--- src/rtl/tflag_pkg.sv ---
package tflag_pkg;

    typedef enum logic [0:0] {
        FLAG_LOW  = 1'b0,
        FLAG_HIGH = 1'b1
    } flag_state_e;

    typedef struct packed {
        logic clr;
        logic set;
    } evt_pair_t;

endpackage

--- src/rtl/tflag_sync.sv ---
module tflag_sync #(
    parameter int STAGES = 2
) (
    input  logic clk,
    input  logic rst_n,
    input  logic async_i,
    output logic sync_o
);

    logic [STAGES-1:0] chain_q;

    generate
        if (STAGES == 1) begin : g_single
            always_ff @(posedge clk or negedge rst_n) begin
                if (!rst_n) chain_q <= '0;
                else        chain_q <= async_i;
            end
        end else begin : g_chain
            always_ff @(posedge clk or negedge rst_n) begin
                if (!rst_n) chain_q <= '0;
                else        chain_q <= {chain_q[STAGES-2:0], async_i};
            end
        end
    endgenerate

    assign sync_o = chain_q[STAGES-1];

endmodule

--- src/rtl/tflag_edge.sv ---
module tflag_edge (
    input  logic clk,
    input  logic rst_n,
    input  logic level_i,
    output logic strobe_o
);

    logic prev_q;

    // Previous-level register resets to 0
    always_ff @(posedge clk or negedge rst_n) begin
        if (!rst_n) prev_q <= 1'b0;
        else        prev_q <= level_i;
    end

    assign strobe_o = level_i ^ prev_q;


    strobe_consumes_chk: assert property (@(posedge clk) disable iff (!rst_n)
        strobe_o |=> !$stable(prev_q));


    quiet_level_chk: assert property (@(posedge clk) disable iff (!rst_n)
        !strobe_o |=> $stable(prev_q));

endmodule

--- src/rtl/tflag_fsm.sv ---
module tflag_fsm
    import tflag_pkg::*;
(
    input  logic      clk,
    input  logic      rst_n,
    input  evt_pair_t hit_i,
    output logic      flag_o,
    output logic      collide_o
);

    flag_state_e state_q, state_d;
    logic        collide_q;

    // State register
    always_ff @(posedge clk or negedge rst_n) begin
        if (!rst_n) begin
            state_q   <= FLAG_LOW;
            collide_q <= 1'b0;
        end else begin
            state_q   <= state_d;
            collide_q <= collide_q | (hit_i.clr & hit_i.set);
        end
    end

    // Next-state: RAISE, DROP, HOLD, CLASH
    always_comb begin
        state_d = state_q;
        unique case (state_q)
            FLAG_LOW: begin
                if (hit_i.set) state_d = FLAG_HIGH;
            end
            FLAG_HIGH: begin
                if (hit_i.clr && !hit_i.set) state_d = FLAG_LOW;
            end
            default: state_d = FLAG_LOW;
        endcase
    end

    // Outputs
    always_comb begin
        flag_o    = (state_q == FLAG_HIGH);
        collide_o = collide_q;
    end


    reset_low_chk: assert property (@(posedge clk)
        !rst_n |-> (!flag_o && !collide_o));


    clear_wins_chk: assert property (@(posedge clk) disable iff (!rst_n)
        (hit_i.clr && !hit_i.set) |=> !flag_o);


    set_drives_chk: assert property (@(posedge clk) disable iff (!rst_n)
        hit_i.set |=> flag_o);


    hold_chk: assert property (@(posedge clk) disable iff (!rst_n)
        (!hit_i.clr && !hit_i.set) |=> $stable(flag_o));


    clash_mark_chk: assert property (@(posedge clk) disable iff (!rst_n)
        (hit_i.clr && hit_i.set) |=> collide_o);


    sticky_chk: assert property (@(posedge clk) disable iff (!rst_n)
        collide_o |=> collide_o);

endmodule

--- src/rtl/tflag_top.sv ---
module tflag_top
    import tflag_pkg::*;
#(
    parameter int SYNC_STAGES = 2
) (
    input  logic clk,
    input  logic rst_n,
    input  logic clr_evt_i,
    input  logic set_evt_i,
    output logic flag_o,
    output logic clr_strobe_o,
    output logic set_strobe_o,
    output logic collide_o
);

    localparam int NUM_LINES = 2;

    logic [NUM_LINES-1:0] raw_lvl;
    logic [NUM_LINES-1:0] sync_lvl;
    logic [NUM_LINES-1:0] strobe;
    evt_pair_t            hits;

    assign raw_lvl = {set_evt_i, clr_evt_i};

    generate
        for (genvar i = 0; i < NUM_LINES; i++) begin : g_line
            tflag_sync #(.STAGES(SYNC_STAGES)) u_sync (
                .clk     (clk),
                .rst_n   (rst_n),
                .async_i (raw_lvl[i]),
                .sync_o  (sync_lvl[i])
            );
            tflag_edge u_edge (
                .clk      (clk),
                .rst_n    (rst_n),
                .level_i  (sync_lvl[i]),
                .strobe_o (strobe[i])
            );
        end
    endgenerate

    assign hits.clr = strobe[0];
    assign hits.set = strobe[1];

    tflag_fsm u_fsm (
        .clk       (clk),
        .rst_n     (rst_n),
        .hit_i     (hits),
        .flag_o    (flag_o),
        .collide_o (collide_o)
    );

    assign clr_strobe_o = strobe[0];
    assign set_strobe_o = strobe[1];


    reset_strobe_chk: assert property (@(posedge clk)
        !rst_n |-> (!clr_strobe_o && !set_strobe_o));

endmodule

--- config.mk ---
export PLATFORM = sky130hd
export DESIGN_NAME = tflag_top
export DESIGN_NICKNAME = d
export VERILOG_FILES = /design/src/rtl/tflag_pkg.sv /design/src/rtl/tflag_sync.sv /design/src/rtl/tflag_edge.sv /design/src/rtl/tflag_fsm.sv /design/src/rtl/tflag_top.sv
export SDC_FILE = /design/constraint.sdc
export NUM_CORES = 1
export LEC_CHECK = 0
export BUFFER_PORTS_ARGS = -buffer_cell sky130_fd_sc_hd__buf_2
export CAP_MARGIN = 10
export CORE_AREA = 10 10 47 49
export DETAILED_ROUTE_END_ITERATION = 10
export DIE_AREA = 0 0 57 59
export PLACE_DENSITY = 0.37
export SYNTH_ARGS = -nofsm -noshare
export SYNTH_HDL_FRONTEND = slang
export SYNTH_SLANG_ARGS = --single-unit
--- constraint.sdc ---
create_clock -name clk -period 1.9 [get_ports clk]
set_clock_uncertainty 0.2 [all_clocks]
set_input_delay 0 -clock clk [delete_from_list [all_inputs] [get_ports clk]]
set_output_delay 0 -clock clk [all_outputs]
set_load 0.02 [all_outputs]
# Word level (Yosys, flattened, before mapping)
# Index checks and enable logic that the tools add are counted.
[op_classes]
muxes = 3
bitwise_logic = 5
n_reduce_logical = 2
[op_table]
columns = ["cell", "count"]
rows = [
  ["$mux 1", 2],
  ["$pmux 1 s2", 1],
  ["$xor 1x1->1", 2],
  ["$and 1x1->1", 1],
  ["$logic_and 1x1->1", 1],
  ["$logic_not 1->1", 1],
  ["$not 1->1", 1],
  ["$or 1x1->1", 1],
]
[word_totals]
ff_bits = 8
inputBits = 4
output_inout_bits = 4
wordCells = 16

# Depth between registers and ports, before layout
# Gate-level depths: netlist of run 1.
[depth]
depth_word = 5
depth_mapped = 2
mapped_depth_nobuf = 2

# By module
# A second synthesis of run 1 with hierarchy kept.
[unflattened]
cells_unflattened = 13
hier_area_um2 = 237.7
[by_module_without_submodules]
columns = ["mod", "instances", "cells_per_inst", "area_each_um2", "seq_area_each_um2"]
rows = [
  ["tflag_sync", 2, 2, 50.0, 50.0],
  ["tflag_fsm", 1, 5, 70.1, 50.0],
  ["tflag_edge", 2, 2, 33.8, 25.0],
]

# Worst setup path before layout of run 1
# No wires, ideal clock.
[synth_path]
kind = "reg2reg"
from = "reg g_line[0].u_edge.prev_q"
to = "reg u_fsm.collide_q (netlist: u_fsm.collide_o)"
setup_ns = 0.065
arrival_time_ns = 0.970
required_time_ns = 1.635
slack_ns = 0.665
path_stages_with_launch = 3
path_buffers = 0
synth_period_minus_slack_ns = 1.235
cell_sequence = "dfrtp_1 -> xor2_1 -> a21o_1"
[synth_via]
elab_chain_cells = 3
[synth_lines]
columns = ["element", "line", "source"]
rows = [
  ["from (decl)", "tflag_edge.sv:8", "logic prev_q;"],
  ["from (signal assigned)", "tflag_edge.sv:13", "else prev_q <= level_i;"],
  ["$xor 1x1->1", "tflag_edge.sv:16", "assign strobe_o = level_i ^ prev_q;"],
  ["named net clr_strobe_o", "tflag_top.sv:11", "output logic clr_strobe_o,"],
  ["$and 1x1->1", "tflag_fsm.sv:21", "collide_q <= collide_q | (hit_i.clr & hit_i.set);"],
  ["$or 1x1->1", "tflag_fsm.sv:21", ""],
  ["to (signal assigned)", "tflag_fsm.sv:21", ""],
  ["to (decl)", "tflag_fsm.sv:12", "logic collide_q;"],
]
# The timed path passes the listed nets, and every way through them passes these cells.

# Worst setup path in the final report of run 1
[layout_path]
from = "reg g_line[0].u_sync.chain_q[1]"
to = "out clr_strobe_o"
[layout_via]
elab_chain_cells = 1
[layout_lines]
columns = ["element", "line", "source"]
rows = [
  ["from (decl)", "tflag_sync.sv:10", "logic [STAGES-1:0] chain_q;"],
  ["from (signal assigned)", "tflag_sync.sv:21", "else chain_q <= {chain_q[STAGES-2:0], async_i};"],
  ["$xor 1x1->1", "tflag_edge.sv:16", ""],
  ["to (decl)", "tflag_top.sv:11", ""],
]
# Every way passes these cells.

==> flow_summary.ini, run 1 <==
[status]
status = finished clean

[sta]
setup_tns_ns = 0
post-route-period-util_pct = 65.5
slew_headroom_pct = 76.6
final_hold_viol_count = 0
report.final.slew_viol_count = 0
clock.fmax_mhz = 803
setup_ws_ns = 0.655
setup_viol = 0
rsz0062_at_grt = false
min_period_ns = 1.24
worst_pin_slew_ns = 0.349

[placed_design]
dp_slack_ns = 0.851
portBuffers = 7
gp_congestion = 0.613
placed_area_sq_um = 292

[synth]
ys_ff_latch = 8
syn-num-nets = 17
synth_area_sq_um = 236
syn_inst = 13
ys_seq_area_share_pct = 84.7
synth_warnings = 0
synth_top_cell_area_share_pct = 84.7
synth_area_leaders = dfrtp_1 (85%), xor2_1 (7.4%), a21o_1 (3.2%)
yosysUniqueCellTypes = 5
syn_avg_cell_area_sq_um = 18.2
synth_top_cell_by_area = dfrtp_1

[setup_path]
cp.arrival_ns = 1.04
critPathKind = flop to output pin
worstPathMaxFanout = 3
cp-start-kind = flop
cp.required_ns = 1.70
end_kind = output pin

[power]
ir_drop_uv = 268
p_per_area_nw_per_um2 = 971
leakage_nw = 0.167
finalPower_uw = 344

[flow_run]
drv_cap = 0

[routing]
num_vias = 142
drt_first_iter_violations = 0
wl_um = 412
ant_nets = 0
firstDrtPassIters = 1
drc = 0
vias_per_cell = 3.30
routedWlPerCell_um = 9.58

[final_layout]
finish.instance_area_sq_um = 354
synthToLayoutAreaGrowth_pct = 49.7
mostFrequentLayoutCell = dfrtp_1
n_fill_cell = 158
ff_latch_area_sq_um = 200
final_cell_mix = dfrtp_1 (8), buf_2 (7), dlygate4sd3_1 (4)
diodes = 0
multi_input_area_sq_um = 32.5
drive_gt1_share_pct = 37.0
final_nets = 33

[clock_tree]
insertion_delay_ns = 0.24
cts.sinks = 8
numCtsBuffers = 3
cts_buffer_depth = 2
htreeDepth = 1
path_clk_slew_ns = 0.05
clock-root-buffer = clkbuf_4
cts_tree = built
post_cts_resized = 0

[global_route]
grt_pass1_vias = 177
grt_max_degree = 9
grt_usage_pct = 3.04
antenna_found_initial = 0
grt_pass1_wl_um = 745
overflow = 0

[floorplanning]
ioPinCount = 8
die_y_um = 59
dieWidth_um = 57
die-area_sq_um = 3360
start_util_pct = 16.9
placementRows = 14
core_sq_um = 1400

[worst_hold_path]
hp-class = flop to flop
## metrics by stage
stage,utilization (%),instances,hold WS [ns]
after global routing,25.3,43,0.164
after global placement,20.8,36,-0.354
final,25.3,43,0.148
after floorplan,-,13,-0.496
after CTS,25.3,43,0.147
after detailed placement,20.8,36,-0.348
## per-layer routing
| metal | GRT usage [%] | wire length [um] | vias to the layer above |
|---|---|---|---|
| li1 | - | - | 69 |
| met1 | 3.14 | 188 | 65 |
| met4 | 3.02 | 0 | 0 |
| met3 | 3.00 | 77 | 0 |
| met2 | 3.26 | 146 | 8 |
| met5 | 0 | 0 | - |
## flip-flops by register name (all words and copies together), names as in the netlist
| signal | count |
|---|---|
| u_fsm.flag_o | 1 |
| g_line.u_sync.chain_q | 4 |
| u_fsm.collide_o | 1 |
| g_line.u_edge.prev_q | 2 |
## power by group
part           switching [mW]  total (mW)  leakage (nW)  internal, mW
clock network          0.0510       0.123        0.0138        0.0718
registers             0.00404       0.184        0.0894         0.180
logic                  0.0210      0.0369        0.0634        0.0158
## path summary, 6_finish.rpt
check | start | to | slack [ns] | depth (start not counted)
min | g_line[1].u_sync.chain_q[0] | g_line[1].u_sync.chain_q[1] | 0.15 | 0
min reg2reg | g_line[1].u_sync.chain_q[0] | g_line[1].u_sync.chain_q[1] | 0.15 | 0
max in group asynchronous | rst_n | u_fsm.flag_o | 0.73 | 3
max | g_line[0].u_sync.chain_q[1] | clr_strobe_o | 0.66 | 2
min in group asynchronous | rst_n | g_line[1].u_sync.chain_q[0] | 0.52 | 3
max reg2reg | g_line[0].u_sync.chain_q[1] | u_fsm.collide_o | 0.86 | 2
## cells by family after synthesis
family | share of synthesized area [%]
buffers and inverters | 1.59
xor gates and xnor gates | 7.41
AOI/OAI and AO/OA | 6.35
DFF | 84.7
## cell type report
cell class | count | area share [%]
clock buffer | 3 | 6.36
inverter | 1 | 1.06
multi-input combinational | 4 | 9.19
sequential | 8 | 56.5
tap | 16 | 5.65
timing repair buffer | 11 | 21.2
## critical path, stage by stage (launching register included)
cell	delay, ns
dfrtp_1	0.38
xor2_1	0.21
buf_2	0.21
## cells in the mapped netlist
| cell type | n |
|---|---|
| dfrtp_1 | 8 |
| xor2_1 | 2 |
| a21o_1 | 1 |
| inv_1 | 1 |
| o21bai_1 | 1 |
## repair_timing
item | 4_1_cts | 5_1_grt
endpoints found under the hold margin | 10 | 0
buffers inserted | 0 | 0
hold buffers | 4 | 0
(Power assumes the default switching activity.)
==> run 2, diff against run 1 <==
- PLACE_DENSITY: 0.37 -> 0.38
- clock period: 1.9 -> 1 ns (I/O delays scaled with it)
==> run 2 against run 1 <==
First-iteration DRC count rose by 2. Cell count did not move. Total power rose by 99%. Die area did not move. Critical path type unchanged. Highest routed layer unchanged. The flow now finishes with violations (hold timing, setup timing). Critical endpoint unchanged. Register-to-register slack got worse by 1.0 ns.
==> flow_summary.ini, run 2 (synthesis gave the netlist of run 1 again) <==
[status]
status = finished with violations
violations = hold timing, setup timing

[setup_path]
cp.arrival_ns = 1.00
startpoint = g_line[0].u_edge.prev_q
reg2reg_from = g_line[1].u_edge.prev_q
crit_chain = xor2_2 > buf_6
r2r_setup_slack_ns = -0.18
worstPathMaxFanout = 3
cp-start-kind = flop
cp.required_ns = 0.80
r2r-end = u_fsm.flag_o
crit_end = clr_strobe_o
max_stage_delay_ns = 0.39
end_kind = output pin
cp_slowest_cell = dfrtp_1
critPathKind = flop to output pin
r2r_cells = 3

[routing]
drc = 0
firstDrtPassIters = 2
ant_nets = 0
vias_per_cell = 3.53
num_vias = 152
drt_first_iter_violations = 2
wl_um = 427
routedWlPerCell_um = 9.93

[sta]
report.final.slew_viol_count = 0
min_period_ns = 1.20
setup_ws_ns = -0.205
rsz0062_at_grt = true
slew_headroom_pct = 87.8
clock.fmax_mhz = 830
holdWs_ns = -0.0956
setup_viol = 4
worst_pin_slew_ns = 0.182
post-route-period-util_pct = 120
final_hold_viol_count = 8

[global_route]
grt_pass1_wl_um = 724
grt_max_degree = 9
grt_pass1_vias = 171
overflow = 0
antenna_found_initial = 0
grt_usage_pct = 3.13

[final_layout]
final_cell_mix = dfrtp_1 (8), buf_6 (4), clkbuf_4 (3), dlygate4sd3_1 (3), buf_2 (3)
multi_input_area_sq_um = 47.5
n_fill_cell = 148
diodes = 0
final_nets = 33
mostFrequentLayoutCell = dfrtp_1
drive_gt1_share_pct = 48.1
ff_latch_area_sq_um = 200
postLayoutCoreUtil_pct = 27.9
synthToLayoutAreaGrowth_pct = 65.6
reg.largest.list = g_line.u_sync.chain_q (4), g_line.u_edge.prev_q (2)
regMostFlops = g_line.u_sync.chain_q
largest_reg_flops = 4

[placed_design]
portBuffers = 7
gp_congestion = 0.613

[power]
ir_drop_uv = 952
leakage_nw = 0.180
p_per_area_nw_per_um2 = 1740
finalPower_uw = 683

[floorplanning]
start_util_pct = 16.9
dieWidth_um = 57
die_y_um = 59
ioPinCount = 8
die-area_sq_um = 3360
placementRows = 14
core_sq_um = 1400

[clock_tree]
cts_tree = built
numCtsBuffers = 3
insertion_delay_ns = 0.25
hold_buffers = 3
cts.sinks = 8
htreeDepth = 1
cts_buffer_depth = 2
path_clk_slew_ns = 0.05
clock-root-buffer = clkbuf_4

[flow_run]
drv_cap = 0

[worst_hold_path]
hp-class = input pin to asynchronous set/reset pin
[run 2: cell count changes in the layout (fill, tap and decap cells not counted)]
cell           change
buf_4              +1
dlygate4sd3_1      -1
buf_2              -4
buf_6              +4
xor2_1             -2
xor2_2             +2
[run 2: area by class of cell]
cell class	count	area share, %
Sequential cell	8	51.1
Timing Repair Buffer	11	24.9
Multi-Input combinational cell	4	12.1
Clock buffer	3	5.75
Tap cell	16	5.11
Inverter	1	0.958
[run 2: layer usage]
| metal | GRT usage, % | up-vias | routed length, um | part of all wire, % |
|---|---|---|---|---|
| li1 | - | 67 | - | - |
| met1 | 2.66 | 74 | 160 | 37 |
| met2 | 3.26 | 11 | 172 | 40 |
| met3 | 5.58 | 0 | 93 | 22 |
| met4 | 1.01 | 0 | 0 | 0 |
| met5 | 0 | - | 0 | 0 |
[run 2: worst min path at each step]
stage,startpoint,cells past startpoint,endpoint,slack (ns)
finish,rst_n,2,u_fsm.flag_o,-0.1
detailed placement,rst_n,1,g_line[1].u_sync.chain_q[0],-0.35
floorplan,rst_n,0,g_line[0].u_edge.prev_q,-0.50
global placement,rst_n,1,g_line[1].u_sync.chain_q[0],-0.35
CTS,rst_n,2,g_line[0].u_edge.prev_q,-0.1
global route,rst_n,2,g_line[1].u_edge.prev_q,-0.07
[run 2: power breakdown]
group / total (mW) / leakage, nW / switching [mW] / internal, mW
logic: 0.0933 / 0.0772 / 0.0426 / 0.0508
clock network: 0.236 / 0.0138 / 0.0993 / 0.137
registers: 0.354 / 0.0894 / 0.0117 / 0.342
total: 0.683 / 0.180 / 0.154 / 0.530
[run 2: what timing repair did]
item / in CTS / in global routing
setup buffers: 1 / 0
gates resized for setup: 6 / 2
endpoints found under the hold margin: 10 / 8
setup endpoints to repair: 5 / 6
pin swaps: 1 / 1
[run 2: through the flow]
step,hold WS [ns],TNS (ns),area (sq um),cells,setup slack [ns]
6_report,-0.0956,-0.739,392,43,-0.205
5_1_grt,-0.0688,-0.978,392,43,-0.263
4_1_cts,-0.0985,-0.815,385,43,-0.222
3_5_place_dp,-0.352,-0.120,307,36,-0.0680
3_3_place_gp,-0.354,-0.0841,307,36,-0.0463
2_1_floorplan,-0.496,-0.233,251,13,-0.118
[run 2: critical path: cells and delay by family (launching register included)]
kind / cells / cell delay, ns
xor+xnor: 1 / 0.22
buf+inv: 1 / 0.15
flops: 1 / 0.39
